**src/rtl/pic_pkg.sv**
```systemverilog
package pic_pkg;
    typedef enum logic [2:0] {
        ST_WAIT1,
        ST_WAIT2,
        ST_WAIT3,
        ST_WAIT4,
        ST_READY
    } seq_state_t;

    localparam logic [7:0] CMD_EOI     = 8'h20;
    localparam logic [7:0] CMD_SEL_IRR = 8'h0A;
    localparam logic [7:0] CMD_SEL_ISR = 8'h0B;
    localparam int         INIT_BIT    = 4;
endpackage

```
**src/rtl/pic_seq.sv**
```systemverilog
module pic_seq
    import pic_pkg::*;
#(
    parameter int N  = 8,
    parameter int DW = 8
) (
    input  logic          clk,
    input  logic          rst_n,
    input  logic          wr,
    input  logic          addr,
    input  logic [DW-1:0] wdata,
    output logic          ready,
    output logic          init_pulse,
    output logic          eoi_pulse,
    output logic [DW-1:0] base,
    output logic [DW-1:0] casc,
    output logic          aeoi,
    output logic          level,
    output logic [N-1:0]  mask,
    output logic          sel_isr
);
    seq_state_t state_q, state_d;
    logic need4_q, single_q;
    logic wr_cmd, wr_dat;

    assign wr_cmd     = wr & ~addr;
    assign wr_dat     = wr & addr;
    assign init_pulse = wr_cmd & wdata[INIT_BIT];
    assign ready      = (state_q == ST_READY);
    assign eoi_pulse  = ready & wr_cmd & (wdata == CMD_EOI);

    // state register
    always_ff @(posedge clk) begin
        if (!rst_n) state_q <= ST_WAIT1;
        else        state_q <= state_d;
    end

    // next state
    always_comb begin
        state_d = state_q;
        unique case (state_q)
            ST_WAIT1: state_d = ST_WAIT1;
            ST_WAIT2: if (wr_dat)
                          state_d = !single_q ? ST_WAIT3 :
                                    (need4_q ? ST_WAIT4 : ST_READY);
            ST_WAIT3: if (wr_dat) state_d = need4_q ? ST_WAIT4 : ST_READY;
            ST_WAIT4: if (wr_dat) state_d = ST_READY;
            ST_READY: state_d = ST_READY;
            default:  state_d = ST_WAIT1;
        endcase
        if (init_pulse) state_d = ST_WAIT2;
    end

    // configuration outputs
    always_ff @(posedge clk) begin
        if (!rst_n) begin
            need4_q  <= 1'b0;
            single_q <= 1'b0;
            level    <= 1'b0;
            base     <= '0;
            casc     <= '0;
            aeoi     <= 1'b0;
            mask     <= '0;
            sel_isr  <= 1'b0;
        end else if (init_pulse) begin
            need4_q  <= wdata[0];
            single_q <= wdata[1];
            level    <= wdata[3];
            aeoi     <= 1'b0;
            mask     <= '0;
            sel_isr  <= 1'b0;
        end else begin
            unique case (state_q)
                ST_WAIT1: ;
                ST_WAIT2: if (wr_dat) base <= wdata;
                ST_WAIT3: if (wr_dat) casc <= wdata;
                ST_WAIT4: if (wr_dat) aeoi <= wdata[1];
                ST_READY: begin
                    if (wr_dat) mask <= wdata[N-1:0];
                    if (wr_cmd && wdata == CMD_SEL_IRR) sel_isr <= 1'b0;
                    if (wr_cmd && wdata == CMD_SEL_ISR) sel_isr <= 1'b1;
                end
                default: ;
            endcase
        end
    end
endmodule

```
**src/rtl/pic_req.sv**
```systemverilog
module pic_req #(
    parameter int N = 8
) (
    input  logic         clk,
    input  logic         rst_n,
    input  logic [N-1:0] lines,
    input  logic         level,
    input  logic         clear_all,
    input  logic [N-1:0] ack_clr,
    output logic [N-1:0] irr
);
    for (genvar g = 0; g < N; g++) begin : g_line
        logic prev_q, lat_q;
        always_ff @(posedge clk) begin
            if (!rst_n || clear_all) begin
                prev_q <= 1'b0;
                lat_q  <= 1'b0;
            end else begin
                prev_q <= lines[g];
                lat_q  <= (lines[g] & ~prev_q) | (lat_q & ~ack_clr[g]);
            end
        end
        assign irr[g] = level ? lines[g] : lat_q;
    end
endmodule

```
**src/rtl/pic_resolve.sv**
```systemverilog
module pic_resolve #(
    parameter int N  = 8,
    parameter int IW = $clog2(N)
) (
    input  logic [N-1:0]  vec,
    output logic          any,
    output logic [IW-1:0] idx
);
    always_comb begin
        idx = '0;
        for (int i = N - 1; i >= 0; i--) begin
            if (vec[i]) idx = IW'(i);
        end
    end
    assign any = |vec;
endmodule

```
**src/rtl/prio_irq_ctrl.sv**
```systemverilog
module prio_irq_ctrl #(
    parameter int NLINES = 8,
    parameter int DW     = 8
) (
    input  logic              clk,
    input  logic              rst_n,
    input  logic              bus_wr,
    input  logic              bus_addr,
    input  logic [DW-1:0]     bus_wdata,
    output logic [DW-1:0]     bus_rdata,
    input  logic [NLINES-1:0] irq_in,
    output logic              int_req,
    input  logic              int_ack,
    output logic              vec_valid,
    output logic [DW-1:0]     vec_out,
    output logic [DW-1:0]     casc_cfg
);
    localparam int IW = $clog2(NLINES);

    logic              ready, init_pulse, eoi_pulse, aeoi, level, sel_isr;
    logic [DW-1:0]     base;
    logic [NLINES-1:0] mask, irr, isr, isr_nx, pend, win_oh;
    logic              req_any, isr_any, take;
    logic [IW-1:0]     req_idx, isr_idx;

    pic_seq #(.N(NLINES), .DW(DW)) u_seq (
        .clk(clk), .rst_n(rst_n), .wr(bus_wr), .addr(bus_addr), .wdata(bus_wdata),
        .ready(ready), .init_pulse(init_pulse), .eoi_pulse(eoi_pulse),
        .base(base), .casc(casc_cfg), .aeoi(aeoi), .level(level),
        .mask(mask), .sel_isr(sel_isr)
    );

    pic_req #(.N(NLINES)) u_req (
        .clk(clk), .rst_n(rst_n), .lines(irq_in), .level(level),
        .clear_all(init_pulse), .ack_clr(win_oh), .irr(irr)
    );

    assign pend = irr & ~mask;

    pic_resolve #(.N(NLINES), .IW(IW)) u_res_req (.vec(pend), .any(req_any), .idx(req_idx));
    pic_resolve #(.N(NLINES), .IW(IW)) u_res_isr (.vec(isr),  .any(isr_any), .idx(isr_idx));

    assign int_req = ready & req_any & (~isr_any | (req_idx < isr_idx));
    assign take    = int_ack & int_req;
    assign win_oh  = take ? (NLINES'(1) << req_idx) : '0;

    always_comb begin
        isr_nx = isr;
        if (eoi_pulse)     isr_nx = isr_nx & (isr_nx - 1'b1);
        if (take && !aeoi) isr_nx = isr_nx | win_oh;
    end

    always_ff @(posedge clk) begin
        if (!rst_n || init_pulse) isr <= '0;
        else                      isr <= isr_nx;
    end

    always_ff @(posedge clk) begin
        if (!rst_n) begin
            vec_valid <= 1'b0;
            vec_out   <= '0;
        end else begin
            vec_valid <= take;
            if (take) vec_out <= base + DW'(req_idx);
        end
    end

    assign bus_rdata = bus_addr ? DW'(mask) : (sel_isr ? DW'(isr) : DW'(irr));
endmodule


```
**config.mk**
```make
export PLATFORM = sky130hd
export DESIGN_NAME = prio_irq_ctrl
export DESIGN_NICKNAME = d
export VERILOG_FILES = /design/src/rtl/pic_pkg.sv /design/src/rtl/pic_seq.sv /design/src/rtl/pic_req.sv /design/src/rtl/pic_resolve.sv /design/src/rtl/prio_irq_ctrl.sv
export SDC_FILE = /design/constraint.sdc
export NUM_CORES = 1
export LEC_CHECK = 0
export ABC_AREA = 1
export BUFFER_PORTS_ARGS = -buffer_cell sky130_fd_sc_hd__buf_2
export CAP_MARGIN = 15
export CORE_MARGIN = 10
export CORE_UTILIZATION = 55
export DETAILED_ROUTE_END_ITERATION = 16
export GPL_ROUTABILITY_DRIVEN = 1
export PLACE_DENSITY = 0.76
export SLEW_MARGIN = 20
export SYNTH_ARGS = -nofsm -noshare
export SYNTH_HDL_FRONTEND = slang
export SYNTH_HIERARCHICAL = 1
export SYNTH_SLANG_ARGS = --single-unit
```
**constraint.sdc**
```tcl
create_clock -name clk -period 3.5 [get_ports clk]
set_input_delay 0.35 -clock clk [delete_from_list [all_inputs] [get_ports clk]]
set_output_delay 0.35 -clock clk [all_outputs]
set_load 0.01 [all_outputs]
```
* After elaboration in Yosys (flattened, before gate mapping)
Index checks and enable logic that the tools add are counted.
W data, S select, Z words.
** Cells by class
- $add $sub $neg :: 2
- $lt $le $gt $ge :: 1
- Equality and inequality tests :: 13
- Shifts and indexed selects :: 1
- Multiplexer cells :: 38
- Bitwise logic cells :: 57
- Reductions and logical operators :: 17
** Operators by type and width (number)
- $mux W3 :: 21
- $mux W8 :: 5
- $and A1 B1 Y1 :: 24
- $not A1 Y1 :: 20
- $and A8 B8 Y8 :: 2
- $eq A8 B4 Y1 const B :: 2
- $reduce_or A8 Y1 :: 2
- $pmux W3 S4 :: 1
- $reduce_and A3 Y1 :: 4
- $mux W1 :: 11
- $ne A3 B1 Y1 const B :: 3
- $or A1 B1 Y1 :: 9
- $add A8 B3 Y8 :: 1
- $eq A8 B6 Y1 const B :: 1
- $not A8 Y8 :: 1
- $or A8 B8 Y8 :: 1
- $shl A1 B3 Y8 const A :: 1
- $sub A8 B1 Y8 const B :: 1
- $eq A3 B2 Y1 const B :: 2
- $ne A2 B1 Y1 const B :: 3
- $reduce_and A2 Y1 :: 3
- $eq A3 B1 Y1 const B :: 1
- $eq A3 B3 Y1 const B :: 1
- $logic_and A1 B1 Y1 :: 3
- 5 further kinds :: 6
** Storage, ports and cells
- Register bits after elaboration :: 65
- Bits of input ports :: 21
- Output and inout port bits :: 26
- Word-level logic and storage cells :: 158

* Longest topological paths before layout
Gate-level depths: netlist of the first run.
- Word-level depth :: 18
- Gate-level depth with buffers :: 23
- Gate-level depth less buffers :: 22

* Hierarchy
Netlist of the first run, hierarchy kept.
** By module, submodules not included
- pic_seq :: instances 1, cells each 185, area each 1371.3 µm², sequential area each 640.6 µm²
- prio_irq_ctrl :: instances 1, cells each 212, area each 1271.2 µm², sequential area each 340.3 µm²
- pic_req :: instances 1, cells each 93, area each 683.2 µm², sequential area each 320.3 µm²
- pic_resolve :: instances 2, cells each 22, area each 98.8 µm², sequential area each 0.0 µm²

* Worst setup path before layout of the first run
Ideal clock, no wire load.
- Path type :: reg2reg
- From :: reg u_seq.level
- To :: reg u_req.g_line[1].lat_q
- Setup time :: 0.114 ns
- Arrival :: 2.425 ns
- Required time :: 3.386 ns
- Slack :: 0.961 ns
- Cell stages (with the launch flop) :: 21
- Path buffers :: 3
- Period minus slack after synthesis :: 2.539 ns
- Cell sequence :: dfxtp_1 buf_6 buf_12 a21oi_1 inv_1 nor2_1 or2_1 nand3_1 a31oi_1 ha_1 nand2_1 inv_1 nand2_1 nand2_2 nand2_4 nand3_4 buf_6 nor2_1 inv_1 nand2_1 a21oi_2
** On the way
- Elaborated cells between the ends (all ways) :: 28
- Classes of those cells :: order compare (1); shift (1); mux (17); bitwise (8); reduce/logical (1)
** RTL lines
- from (decl) :: RTL line pic_seq.sv:18 : output logic level,
- from (signal assigned) :: RTL line pic_seq.sv:68 : level <= wdata[3];
- $mux W1 * :: RTL line pic_req.sv:23 : assign irr[g] = level ? lines[g] : lat_q;
- via irr[6] :: RTL line prio_irq_ctrl.sv:22 : logic [NLINES-1:0] mask, irr, isr, isr_nx, pend, win_oh;
- $and A8 B8 Y8 * :: RTL line prio_irq_ctrl.sv:38 : assign pend = irr & ~mask;
- via pend[6] :: RTL line prio_irq_ctrl.sv:22
- $mux W3 * (7 in series) :: RTL line pic_resolve.sv:12 : if (vec[i]) idx = IW'(i);
- via req_idx[1] :: RTL line prio_irq_ctrl.sv:24 : logic [IW-1:0] req_idx, isr_idx;
- $lt A3 B3 Y1 :: RTL line prio_irq_ctrl.sv:43 : assign int_req = ready & req_any & (~isr_any | (req_idx < isr_idx));
- $or A1 B1 Y1 :: RTL line prio_irq_ctrl.sv:43
- $and A1 B1 Y1 :: RTL line prio_irq_ctrl.sv:43
- $and A1 B1 Y1 :: RTL line prio_irq_ctrl.sv:44 : assign take = int_ack & int_req;
- $mux W8 * :: RTL line prio_irq_ctrl.sv:45 : assign win_oh = take ? (NLINES'(1) << req_idx) : '0;
- via win_oh[1] :: RTL line prio_irq_ctrl.sv:22
- $not A1 Y1 * :: RTL line pic_req.sv:20 : lat_q <= (lines[g] & ~prev_q) | (lat_q & ~ack_clr[g]);
- $and A1 B1 Y1 * :: RTL line pic_req.sv:20
- $or A1 B1 Y1 * :: RTL line pic_req.sv:20
- to (signal assigned) :: RTL line pic_req.sv:20
- to (decl) :: RTL line pic_req.sv:13 : logic prev_q, lat_q;
Mark *: on every way through the listed nets, which the timed path passes. The rest lies on a longest branch.
A chain may end at the register's enable or synchronous reset.

* Worst setup path in the final report of the first run
- From :: reg u_seq.level
- To :: out int_req
** On the way
- Elaborated cells between the ends (all ways) :: 22
- Classes of those cells :: order compare (1); mux (16); bitwise (4); reduce/logical (1)
** RTL lines
- $mux W1 :: RTL line pic_req.sv:23
- via irr[6] :: RTL line prio_irq_ctrl.sv:22
- $and A8 B8 Y8 :: RTL line prio_irq_ctrl.sv:38
- via pend[6] :: RTL line prio_irq_ctrl.sv:22
- $mux W3 (7 in series) :: RTL line pic_resolve.sv:12
- via req_idx[2] :: RTL line prio_irq_ctrl.sv:24
- $lt A3 B3 Y1 :: RTL line prio_irq_ctrl.sv:43
- $or A1 B1 Y1 :: RTL line prio_irq_ctrl.sv:43
- $and A1 B1 Y1 :: RTL line prio_irq_ctrl.sv:43
- to (decl) :: RTL line prio_irq_ctrl.sv:12 : output logic int_req,
The timed path passes the listed nets, and every way through them passes these cells.

==> results.md, run 1 <==
- Ports: 47
- Cells traversed along the worst timing path: nor2_1 -> a21oi_1 -> inv_1 -> nor2_1 -> or2_1 -> nor3_2 -> nor2_1 -> ha_1 -> a21oi_1 -> nand2_2 -> nand2_4 -> nand2_1 -> inv_1 -> buf_2
- Required time at the worst-slack endpoint: 3150 ps
- Worst hold slack: 261 ps
- Die Area: 0.0100 sq mm
- DIE WIDTH: 100 um
- Crit Path Category: flip-flop to output port
- Fraction of layout instances using a drive strength above 1: 16.8%
- Sum of buffers and inverters on the critical path: 3
- Setup slack, reg-to-reg: 630 ps
- Type of element launching the critical path: flip-flop
- Max Clock Skew: 5.04 ps
- Synth area leaders: sky130_fd_sc_hd__dfxtp_1 37%, sky130_fd_sc_hd__nand2_1 12%, sky130_fd_sc_hd__nor2_1 9.3%, sky130_fd_sc_hd__inv_1 8.8%, sky130_fd_sc_hd__a21oi_1 6.4%
- Most frequent cells in the layout: 112 x sky130_fd_sc_hd__nand2_1, 87 x sky130_fd_sc_hd__nor2_1, 83 x sky130_fd_sc_hd__inv_1
- Global routing usage summed across all routing layers: 17.1%
- Setup TNS Final: 0 ps
- Summed instance area of the synthesized netlist: 0.00352 sq mm
- Clock Sink Count: 65
- Die Y: 100 um
- Number of flip-flops and latches in the synthesized netlist: 65
- Most frequent standard cell in the layout excluding fill and tap cells: sky130_fd_sc_hd__nand2_1
- Upper clock frequency limit: 316 MHz
- Highest ir drop seen on vdd: 0.346 mV
- Starting density of the core: 56.1%
- FF-to-FF End: vec_out[7]
- Cell count after synthesis: 534
- Sink of the worst hold path: u_req/g_line[4].prev_q
- Data arrival at the endpoint of the critical path: 2820 ps
- Pin slew with the least headroom to its limit: 654 ps
- Slew Limit Headroom: 56.2%
- Area added between synthesis and finish: 12.3%
- Leakage power: 0.00183 uW
- Max-cap violations: 0
- Critical Path Slowest Stage Cell: sky130_fd_sc_hd__dfxtp_2
- Core area: 0.00628 sq mm
- Delay of the slowest critical-path stage: 530 ps
- Worst-path maximum fanout: 17
- IO Port Bufs: 46
- Multi-input logic area: 0.00176 sq mm
- GRT overflow: 0
- Fill cells: 601
- Number of placed instances with taps included: 644
- Non-filler cells, final: 659
- Worst Hold Path Cells: 3
- Count of unique library cells instantiated by Yosys: 34
- Area leader, netlist: sky130_fd_sc_hd__dfxtp_1
- Cell mode on critical path: sky130_fd_sc_hd__nor2_1
- Outcome: completed
- Remaining routing DRC violations: 0
- Number of violations reported at the end of detailed-routing iteration 0: 172
- Hold_buf cts: 0
- Clock transition at the registers of the reported paths: 70 ps
- Startpoint of the worst hold path: irq_in[4]
- R2r worst-path depth: 17
- Area fraction of the dominant cell type after synthesis: 36.9%
- Yosys warnings: 6
- Number of antenna-violating nets in the routed design: 0
- Type of destination of the critical path: output port
- Launching point of the worst reg2reg path: u_seq/level
- Final GP Congestion: 0.888
- Pwr dens: 418 mW/mm^2
- Drt pass-1 iters: 5
- Root Buffer Master: sky130_fd_sc_hd__clkbuf_8
- Main synth FF type: sky130_fd_sc_hd__dfxtp_1
- Sequential element share of the synthesized area: 36.9%
- Average wire per standard cell: 12.8 um
- Final critical path time including I/O delays and setup: 3170 ps
- CTS H-tree lvls: 3
- DPL Wire Length: 6540 um
- Async set or reset register ratio after synthesis: 0%
- Post-Syn Nets: 561
- Hold Crit Class: input port to flip-flop
- Placement Rows: 29
- Total CTS buffers: 9
- Dominant delay contributor by cell family on the critical path: simple AND/OR/NAND/NOR gates
- Final worst-path cycle share: 90.5%
- Final Max Slew Viols: 0
- First-pass GRT wire length: 14100 um
- Via count of the first global-routing pass: 3176
- Setup repair after global routing missed its margin: no
- Number of enable-type register cells in the synthesized netlist: 0
- Sequential Area: 0.00130 sq mm
- Net count of the finished layout: 605
- Total routed wirelength: 8410 um
- Buffer depth of the longest clock path: 2
- Vias per cell: 5.10
- Antenna Diode Count: 0
- Final Hold Vio Count: 0
- Post-synthesis average cell area: 6.60 sq um
- Initial antenna violation count: 0
- CTS tree: yes
- Via Count: 3358
- Number of setup buffers added after CTS: 0
- # setup viols final: 0
- Largest net degree at the start of global routing: 21
- Worst-skew pair later-pin latency: 340 ps
==> kinds of logic after synthesis <==
logic type / count (synthesis) / share of synthesized area [%]
xor+xnor: 5 / 1.24
buf+inv: 104 / 13.1
compound gates: 83 / 12.7
fa+ha+maj: 6 / 2.34
simple gates: 271 / 33.6
flops: 65 / 36.9
==> registers in the layout, summed over array words and instances, names as in the netlist <==
| signal | count |
|---|---|
| u_seq/base | 8 |
| u_seq/single_q | 1 |
| u_seq/sel_isr | 1 |
| vec_out | 8 |
| u_seq/state_q | 3 |
| u_req/g_line.prev_q | 8 |
| u_seq/need4_q | 1 |
| u_seq/mask | 8 |
| isr | 8 |
| u_seq/level | 1 |
| u_seq/aeoi | 1 |
| u_seq/casc | 8 |
| vec_valid | 1 |
| u_req/g_line.lat_q | 8 |
==> power breakdown <==
group | leakage (uW) | switching (uW) | total [uW] | internal (uW)
clock | 0.000112 | 278 | 680 | 402
sequential | 0.000529 | 10.4 | 766 | 756
combinational | 0.00119 | 138 | 205 | 67.2
total | 0.00183 | 427 | 1650 | 1230
==> cells in the mapped netlist (2+ instances only) <==
cell and number:
sky130_fd_sc_hd__dfxtp_1 65, sky130_fd_sc_hd__o21ai_0 25, sky130_fd_sc_hd__inv_2 5, sky130_fd_sc_hd__nor2_1 87, sky130_fd_sc_hd__a21oi_2 7, sky130_fd_sc_hd__a21oi_1 45
sky130_fd_sc_hd__nor2_2 3, sky130_fd_sc_hd__nand2_1 112, sky130_fd_sc_hd__inv_1 83, sky130_fd_sc_hd__xor2_1 3, sky130_fd_sc_hd__xnor2_1 2, sky130_fd_sc_hd__a31oi_1 4
sky130_fd_sc_hd__nand2_2 10, sky130_fd_sc_hd__nor4_1 2, sky130_fd_sc_hd__clkbuf_1 4, sky130_fd_sc_hd__buf_2 2, sky130_fd_sc_hd__nor3_2 3, sky130_fd_sc_hd__ha_1 5
sky130_fd_sc_hd__nand3_1 36, sky130_fd_sc_hd__buf_6 6, sky130_fd_sc_hd__nand4_1 5, sky130_fd_sc_hd__nor3_1 6, sky130_fd_sc_hd__or2_1 2, sky130_fd_sc_hd__nand2_4 2
==> what timing repair did <==
action / 4_1_cts / 5_1_grt
resized for setup: 0 / 1
hold endpoints to repair: 0 / 0
endpoints found under the setup margin: 0 / 1
==> metal layers <==
layer | vias up | wire length, um | GRT usage, %
li1 | 1750 | - | -
met1 | 1500 | 3990 | 21.2
met2 | 99 | 3760 | 27.4
met3 | 9 | 562 | 4.88
met4 | 0 | 102 | 6.41
met5 | - | 0 | 0
==> per-stage QoR <==
stage	util, %	area [sq um]	power, uW	setup slack [ps]
after CTS	63.0	3960	1660	129
final	63.0	3960	1650	331
after detailed placement	59.6	3740	985	467
after floorplan	-	3520	927	961
after global placement	59.6	3740	980	627
after global routing	63.0	3960	1720	99.5
==> final cells by class <==
| cell class | instances | area share (%) |
|---|---|---|
| Sequential cell | 65 | 32.9 |
| Multi-Input combinational cell | 365 | 44.5 |
| Clock inverter | 2 | 0.886 |
| Clock buffer | 13 | 4.52 |
| Timing Repair Buffer | 48 | 6.20 |
| Inverter | 89 | 8.57 |
| Tap cell | 77 | 2.44 |
==> worst max-delay path by stage <==
stage,cells past startpoint,from,slack (ps),endpoint
after global placement,17,u_seq/level,630,vec_out[7]
after CTS,14,u_seq/level,130,int_req
after detailed placement,17,u_seq/level,470,vec_out[7]
after floorplan,20,u_seq/level,960,u_req/g_line[1].lat_q
after global routing,14,u_seq/level,100,int_req
final,14,u_seq/level,330,int_req
==> worst reg2reg max path, stage by stage, from the launching register on <==
cell and delay [ps]:
sky130_fd_sc_hd__dfxtp_2 530, sky130_fd_sc_hd__nor2_1 100, sky130_fd_sc_hd__a21oi_1 160, sky130_fd_sc_hd__inv_1 60, sky130_fd_sc_hd__nor2_1 120, sky130_fd_sc_hd__or2_1 160, sky130_fd_sc_hd__nor3_2 50, sky130_fd_sc_hd__nor2_1 360
sky130_fd_sc_hd__ha_1 330, sky130_fd_sc_hd__a21oi_1 180, sky130_fd_sc_hd__nand2_2 90, sky130_fd_sc_hd__nand2_4 90, sky130_fd_sc_hd__nand3_4 180, sky130_fd_sc_hd__inv_2 180, sky130_fd_sc_hd__nand2_2 80, sky130_fd_sc_hd__nand2_1 70
sky130_fd_sc_hd__nand2_1 50, sky130_fd_sc_hd__inv_1 40
Note: power is estimated with default switching activity, not from simulation.
==> inputs of run 2 (changes only) <==
--- a/config.mk
+++ b/config.mk
@@ -5,14 +5,14 @@
 export SDC_FILE = /design/constraint.sdc
 export NUM_CORES = 1
 export LEC_CHECK = 0
-export ABC_AREA = 1
+export ABC_AREA = 0
 export BUFFER_PORTS_ARGS = -buffer_cell sky130_fd_sc_hd__buf_2
 export CAP_MARGIN = 15
 export CORE_MARGIN = 10
-export CORE_UTILIZATION = 55
+export CORE_UTILIZATION = 58
 export DETAILED_ROUTE_END_ITERATION = 16
 export GPL_ROUTABILITY_DRIVEN = 1
-export PLACE_DENSITY = 0.76
+export PLACE_DENSITY = 0.79
 export SLEW_MARGIN = 20
 export SYNTH_ARGS = -nofsm -noshare
 export SYNTH_HDL_FRONTEND = slang
==> results.md, run 2 <==
- Via count of the first global-routing pass: 3062 (was 3176)
- First-pass GRT wire length: 15400 um (was 14100 um)
- Outcome: completed (unchanged)
- Type of destination of the critical path: flip-flop (was output port)
- Via Count: 3226 (was 3358)
- Yosys warnings: 6 (unchanged)
- Max-cap violations: 0 (unchanged)
- Area added between synthesis and finish: 12.9% (was 12.3%)
- Global routing usage summed across all routing layers: 19.0% (was 17.1%)
- DPL Wire Length: 6930 um (was 6540 um)
- Fraction of layout instances using a drive strength above 1: 20.6% (was 16.8%)
- Cell mode on critical path: sky130_fd_sc_hd__nor2b_1 (was sky130_fd_sc_hd__nor2_1)
- Final critical path time including I/O delays and setup: 3360 ps (was 3170 ps)
- Most instantiated library cell after synthesis: sky130_fd_sc_hd__dfxtp_1 (was sky130_fd_sc_hd__nand2_1)
- Pin slew with the least headroom to its limit: 684 ps (was 654 ps)
- Highest ir drop seen on vdd: 0.250 mV (was 0.346 mV)
- Ports: 47 (unchanged)
- Setup repair after global routing missed its margin: no (unchanged)
- Most frequent standard cell in the layout excluding fill and tap cells: sky130_fd_sc_hd__dfxtp_1 (was sky130_fd_sc_hd__nand2_1)
- Post-synthesis average cell area: 8.59 sq um (was 6.60 sq um)
- Final GP Congestion: 0.965 (was 0.888)
- Crit Path Category: flip-flop to flip-flop (was flip-flop to output port)
- Sum of buffers and inverters on the critical path: 2 (was 3)
- Upper clock frequency limit: 298 MHz (was 316 MHz)
- Total routed wirelength: 9450 um (was 8410 um)
- Most used standard cells in the synthesized netlist: 65 x sky130_fd_sc_hd__dfxtp_1, 40 x sky130_fd_sc_hd__o21ai_0, 35 x sky130_fd_sc_hd__nand3_1 (was 112 x sky130_fd_sc_hd__nand2_1, 87 x sky130_fd_sc_hd__nor2_1, 83 x sky130_fd_sc_hd__inv_1)
- Final worst-path cycle share: 95.9% (was 90.5%)
- Root Buffer Master: sky130_fd_sc_hd__clkbuf_8 (unchanged)
- R2r worst-path depth: 13 (was 17)
- Worst hold slack: 245 ps (was 261 ps)
- Crit path depth: 13 (was 14)
- Summed instance area of the synthesized netlist: 0.00358 sq mm (was 0.00352 sq mm)
- Worst-skew pair later-pin latency: 340 ps (about the same)
- Total power: 1670 uW (was 1650 uW)
- Remaining routing DRC violations: 0 (unchanged)
- Design Area, Final: 0.00404 sq mm (was 0.00396 sq mm)
- Critical Path Slowest Stage Cell: sky130_fd_sc_hd__a2111oi_0 (was sky130_fd_sc_hd__dfxtp_2)
- Hold_buf cts: 0 (unchanged)
- Number of setup buffers added after CTS: 0 (unchanged)
- Non-filler cells, final: 537 (was 659)
- Number of flip-flops and latches in the synthesized netlist: 65 (unchanged)
- Clock transition at the registers of the reported paths: 70 ps (about the same)
- Worst-path maximum fanout: 11 (was 17)
- Slew Limit Headroom: 54.3% (was 56.2%)
- Core area: 0.00596 sq mm (was 0.00628 sq mm)
- Number of enable-type register cells in the synthesized netlist: 0 (unchanged)
- Cell count after synthesis: 417 (was 534)
- Total CTS buffers: 9 (unchanged)
- Average wire per standard cell: 17.6 um (was 12.8 um)
- Data arrival at the endpoint of the critical path: 3560 ps (was 2820 ps)
- Cells traversed along the worst timing path: buf_12 -> mux2_4 -> nor2b_1 -> nor2b_1 -> o21bai_1 -> o41ai_1 -> buf_4 -> ha_1 -> fa_1 -> a21oi_1 -> nor3_1 -> a2111oi_0 -> a211oi_1 (was nor2_1 -> a21oi_1 -> inv_1 -> nor2_1 -> or2_1 -> nor3_2 -> nor2_1 -> ha_1 -> a21oi_1 -> nand2_2 -> nand2_4 -> nand2_1 -> inv_1 -> buf_2)
- Starting density of the core: 60.1% (was 56.1%)
- Type of element launching the critical path: flip-flop (unchanged)
- IO Port Bufs: 46 (unchanged)
- Main synth FF type: sky130_fd_sc_hd__dfxtp_1 (unchanged)
- Dominant delay contributor by cell family on the critical path: compound AO/OA/AOI/OAI gates (was simple AND/OR/NAND/NOR gates)
- Post-Syn Nets: 444 (was 561)
- CTS tree: yes (unchanged)
- Async set or reset register ratio after synthesis: 0% (unchanged)
- Vias per cell: 6.01 (was 5.10)
- Final Max Slew Viols: 0 (unchanged)
- Die Area: 0.00972 sq mm (was 0.0100 sq mm)
- Hold Crit Class: input port to flip-flop (unchanged)
- Area leader, netlist: sky130_fd_sc_hd__dfxtp_1 (unchanged)
- Number of violations reported at the end of detailed-routing iteration 0: 230 (was 172)
- GRT overflow: 0 (unchanged)
- Clock Sink Count: 65 (unchanged)
- Max Clock Skew: 7.19 ps (was 5.04 ps)
- Post-DP Area: 0.00383 sq mm (was 0.00374 sq mm)
- Number of antenna-violating nets in the routed design: 0 (unchanged)
- DIE WIDTH: 98.6 um (was 100 um)
- Setup TNS Final: 0 ps (unchanged)
- Die Y: 98.6 um (was 100 um)
- Fill cells: 535 (was 601)
- Required time at the worst-slack endpoint: 3700 ps (was 3150 ps)
- Quantity of gates resized following cts: 0 (unchanged)
- Delay of the slowest critical-path stage: 550 ps (was 530 ps)
- Initial antenna violation count: 0 (unchanged)
- Area fraction of the dominant cell type after synthesis: 36.3% (was 36.9%)
- Final Hold Vio Count: 0 (unchanged)
- Most frequent cells in the layout: 65 x sky130_fd_sc_hd__dfxtp_1, 46 x sky130_fd_sc_hd__buf_2, 40 x sky130_fd_sc_hd__o21ai_0 (was 112 x sky130_fd_sc_hd__nand2_1, 87 x sky130_fd_sc_hd__nor2_1, 83 x sky130_fd_sc_hd__inv_1)
- CTS H-tree lvls: 3 (unchanged)
- Drt pass-1 iters: 4 (was 5)
- Sequential element share of the synthesized area: 36.3% (was 36.9%)
- Synth area leaders: sky130_fd_sc_hd__dfxtp_1 36%, sky130_fd_sc_hd__o21ai_0 5.6%, sky130_fd_sc_hd__mux2i_1 5.0%, sky130_fd_sc_hd__nand3_1 4.9%, sky130_fd_sc_hd__nand2b_1 4.5% (was sky130_fd_sc_hd__dfxtp_1 37%, sky130_fd_sc_hd__nand2_1 12%, sky130_fd_sc_hd__nor2_1 9.3%, sky130_fd_sc_hd__inv_1 8.8%, sky130_fd_sc_hd__a21oi_1 6.4%)
- Placement Rows: 28 (was 29)
- Antenna Diode Count: 0 (unchanged)
- Pwr dens: 414 mW/mm^2 (was 418 mW/mm^2)
- Leakage power: 0.00161 uW (was 0.00183 uW)
- Worst Hold Path Cells: 2 (was 3)
- Count of unique library cells instantiated by Yosys: 60 (was 34)
- # setup viols final: 0 (unchanged)
- Net count of the finished layout: 484 (was 605)
- Number of placed instances with taps included: 521 (was 644)
- Largest net degree at the start of global routing: 26 (was 21)
- Buffer depth of the longest clock path: 2 (unchanged)
## run 2: layout make-up
class,instances,area (sq um),share of cell area (%)
Clock buffer,14,173,4.27
Clock inverter,2,35.0,0.866
Inverter,16,60.1,1.49
Multi-Input combinational cell,312,2090,51.6
Sequential cell,65,1300,32.2
Tap cell,75,93.8,2.32
Timing Repair Buffer,53,295,7.30
## run 2: path summary, 6_finish.rpt
check	startpoint	end	slack, ps
max reg2reg	u_seq/level	vec_out[6]	140
min reg2reg	vec_out[5]	vec_out[5]	460
max	u_seq/level	vec_out[6]	140
min	irq_in[5]	u_req/g_line[5].prev_q	250
## run 2: logic make-up (layout without fill, tap and decap cells)
group / Yosys count / after routing / synth area share, %
and+or+nand+nor: 166 / 166 / 26.7
AOI/OAI and AO/OA: 113 / 113 / 20.4
DFF: 65 / 65 / 36.3
buffers and inverters: 40 / 85 / 5.62
muxes: 26 / 26 / 8.38
adders and majority gates: 6 / 6 / 2.31
xor gates and xnor gates: 1 / 1 / 0.245
## run 2: through the flow
step	util (%)	setup slack, ps
floorplan	-	97.6
global placement	64.3	143
detailed placement	64.3	154
CTS	67.8	51.7
global route	67.9	18.4
finish	67.9	144
## run 2: power by group
part           switching [uW]  leakage (uW)  internal [uW]
Clock                     279      0.000107            387
Sequential               13.2      0.000528            756
Combinational             147      0.000971           89.1
Total                     440       0.00161           1230
## run 2: metal layers
metal	track usage (%)	vias to the layer above	wire (um)
li1	-	1585	-
met1	25.1	1520	4370
met2	28.6	109	4280
met3	5.10	12	682
met4	7.39	0	122
met5	0	-	0
==> inputs of run 3 (changes only) <==
--- a/config.mk
+++ b/config.mk
@@ -5,7 +5,7 @@
 export SDC_FILE = /design/constraint.sdc
 export NUM_CORES = 1
 export LEC_CHECK = 0
-export ABC_AREA = 0
+export ABC_AREA = 1
 export BUFFER_PORTS_ARGS = -buffer_cell sky130_fd_sc_hd__buf_2
 export CAP_MARGIN = 15
 export CORE_MARGIN = 10
==> results.md, run 3 (same netlist as run 1, synthesis figures left out) <==
- Final GP Congestion: 0.936 (was 0.965)
- Max Clock Skew: 5.58 ps (was 7.19 ps)
- Most frequent standard cell in the layout excluding fill and tap cells: sky130_fd_sc_hd__nand2_1 (was sky130_fd_sc_hd__dfxtp_1)
- First-pass GRT wire length: 13700 um (was 15400 um)
- Placement Rows: 28 (unchanged)
- Number of violations reported at the end of detailed-routing iteration 0: 166 (was 230)
- Non-filler cells, final: 658 (was 537)
- Final Max Slew Viols: 0 (unchanged)
- Setup TNS Final: 0 ps (unchanged)
- Worst-path maximum fanout: 17 (was 11)
- Crit Path Category: flip-flop to output port (was flip-flop to flip-flop)
- Global routing usage on met3: 4.09% (was 5.10%)
- Data arrival at the endpoint of the critical path: 2860 ps (was 3560 ps)
- Area added between synthesis and finish: 12.0% (was 12.9%)
- Fraction of layout instances using a drive strength above 1: 17.0% (was 20.6%)
- Final critical path time including I/O delays and setup: 3210 ps (was 3360 ps)
- Total routed wirelength: 8410 um (was 9450 um)
- R2r worst-path depth: 17 (was 13)
- Global routing usage summed across all routing layers: 16.9% (was 19.0%)
- Starting density of the core: 59.5% (was 60.1%)
- Busiest metal layer after global routing: met2 (unchanged)
- Core area: 0.00592 sq mm (was 0.00596 sq mm)
- Remaining routing DRC violations: 0 (unchanged)
- Die Y: 97.9 um (was 98.6 um)
- Max-cap violations: 0 (unchanged)
- Clock Sink Count: 65 (unchanged)
- CTS tree: yes (unchanged)
- Largest net degree at the start of global routing: 21 (was 26)
- Sequential Area: 0.00130 sq mm (about the same)
- Total power: 1630 uW (was 1670 uW)
- Average wire per standard cell: 12.8 um (was 17.6 um)
- Antenna Diode Count: 0 (unchanged)
- Ports: 47 (unchanged)
- Worst-skew pair later-pin latency: 350 ps (was 340 ps)
- Final worst-path cycle share: 91.6% (was 95.9%)
- DIE WIDTH: 97.9 um (was 98.6 um)
- Upper clock frequency limit: 312 MHz (was 298 MHz)
- Via count of the first global-routing pass: 3129 (was 3062)
- Final Hold Vio Count: 0 (unchanged)
- FF-to-FF End: vec_out[7] (was vec_out[6])
- Endpoint of the most critical setup path: int_req (was vec_out[6])
- Multi-input logic area: 0.00176 sq mm (was 0.00209 sq mm)
- Die Area: 0.00959 sq mm (was 0.00972 sq mm)
- Hold Crit Class: input port to flip-flop (unchanged)
- Buffer depth of the longest clock path: 2 (unchanged)
- Vias per cell: 5.14 (was 6.01)
- Pin slew with the least headroom to its limit: 668 ps (was 684 ps)
- Leakage power: 0.00182 uW (was 0.00161 uW)
- Met2 routing resource usage after global routing: 28.3% (was 28.6%)
- CTS H-tree lvls: 3 (unchanged)
- # setup viols final: 0 (unchanged)
- Start point of the critical path: u_seq/level (unchanged)
- Drt pass-1 iters: 5 (was 4)
- Slew Limit Headroom: 55.2% (was 54.3%)
- Number of placed instances with taps included: 642 (was 521)
- Clock transition at the registers of the reported paths: 70 ps (about the same)
- Type of destination of the critical path: output port (was flip-flop)
- Outcome: completed (unchanged)
- Root Buffer Master: sky130_fd_sc_hd__clkbuf_8 (unchanged)
- Type of element launching the critical path: flip-flop (unchanged)
- Total CTS buffers: 9 (unchanged)
- Pwr dens: 412 mW/mm^2 (was 414 mW/mm^2)
- Highest ir drop seen on vdd: 0.391 mV (was 0.250 mV)
- IO Port Bufs: 46 (unchanged)
- Launching point of the worst reg2reg path: u_seq/level (unchanged)
- GR Util met1: 19.9% (was 25.1%)
- GRT overflow: 0 (unchanged)
- Net count of the finished layout: 605 (was 484)
- Most frequent cells in the layout: 112 x sky130_fd_sc_hd__nand2_1, 87 x sky130_fd_sc_hd__nor2_1, 83 x sky130_fd_sc_hd__inv_1 (was 65 x sky130_fd_sc_hd__dfxtp_1, 46 x sky130_fd_sc_hd__buf_2, 40 x sky130_fd_sc_hd__o21ai_0)
- Setup slack, reg-to-reg: 590 ps (was 140 ps)
- Required time at the worst-slack endpoint: 3150 ps (was 3700 ps)
- Number of antenna-violating nets in the routed design: 0 (unchanged)
- Via Count: 3380 (was 3226)
- DPL Wire Length: 6410 um (was 6930 um)
- Setup repair after global routing missed its margin: no (unchanged)
- Initial antenna violation count: 0 (unchanged)
- Fill cells: 555 (was 535)
==> run 3: worst min path at each step <==
stage / startpoint / endpoint / depth (start not counted)
after floorplan: u_req/g_line[2].lat_q / u_req/g_line[2].lat_q / 2
final: irq_in[5] / u_req/g_line[5].prev_q / 3
after global routing: irq_in[5] / u_req/g_line[5].prev_q / 3
after global placement: vec_out[6] / vec_out[6] / 2
after CTS: irq_in[5] / u_req/g_line[5].prev_q / 3
after detailed placement: vec_out[6] / vec_out[6] / 2
==> run 3: metal layers <==
metal | vias up | part of all wire, %
li1 | 1753 | -
met1 | 1521 | 46
met2 | 91 | 47
met3 | 15 | 5.0
met4 | 0 | 2.2
met5 | - | 0
==> run 3: worst max-delay path, stage by stage (launching register included) <==
cell,delay (ps)
sky130_fd_sc_hd__dfxtp_2,540
sky130_fd_sc_hd__nor2_1,90
sky130_fd_sc_hd__a21oi_1,170
sky130_fd_sc_hd__inv_1,60
sky130_fd_sc_hd__nor2_1,110
sky130_fd_sc_hd__or2_1,150
sky130_fd_sc_hd__nor3_2,50
sky130_fd_sc_hd__nor2_1,390
sky130_fd_sc_hd__ha_1,330
sky130_fd_sc_hd__a21oi_1,180
sky130_fd_sc_hd__nand2_2,90
sky130_fd_sc_hd__nand2_4,90
sky130_fd_sc_hd__nand2_1,80
sky130_fd_sc_hd__inv_1,60
sky130_fd_sc_hd__buf_2,120
==> run 3: layout make-up <==
class                   instances  share of cell area (%)
multi-input cells             365                    44.6
flip-flops and latches         65                    33.0
inverters                      89                    8.59
repair buffers                 48                    6.22
clock buffers                  10                    3.49
well taps                      75                    2.38
clock inverters                 6                    1.71
==> run 3: where the power goes <==
part	internal [uW]	switching, uW
clock network	349	308
registers	756	10.1
logic	66.9	137
==> run 3: through the flow <==
| step | worst slack [ps] | utilization, % | hold slack, ps | instance area [sq um] |
|---|---|---|---|---|
| final | 294 | 66.6 | 245 | 3950 |
| after global routing | 71.0 | 66.6 | 251 | 3950 |
| after CTS | 76.4 | 66.6 | 240 | 3940 |
| after detailed placement | 409 | 63.1 | 443 | 3740 |
| after global placement | 539 | 63.1 | 443 | 3740 |
| after floorplan | 961 | - | 439 | 3520 |
==> run 3: repair_timing <==
action                                  CTS  global route
endpoints found under the hold margin     0             0
gates resized for setup                   0             1
hold buffers                              0             0
buffers inserted                          0             0
endpoints found under the setup margin    0             1
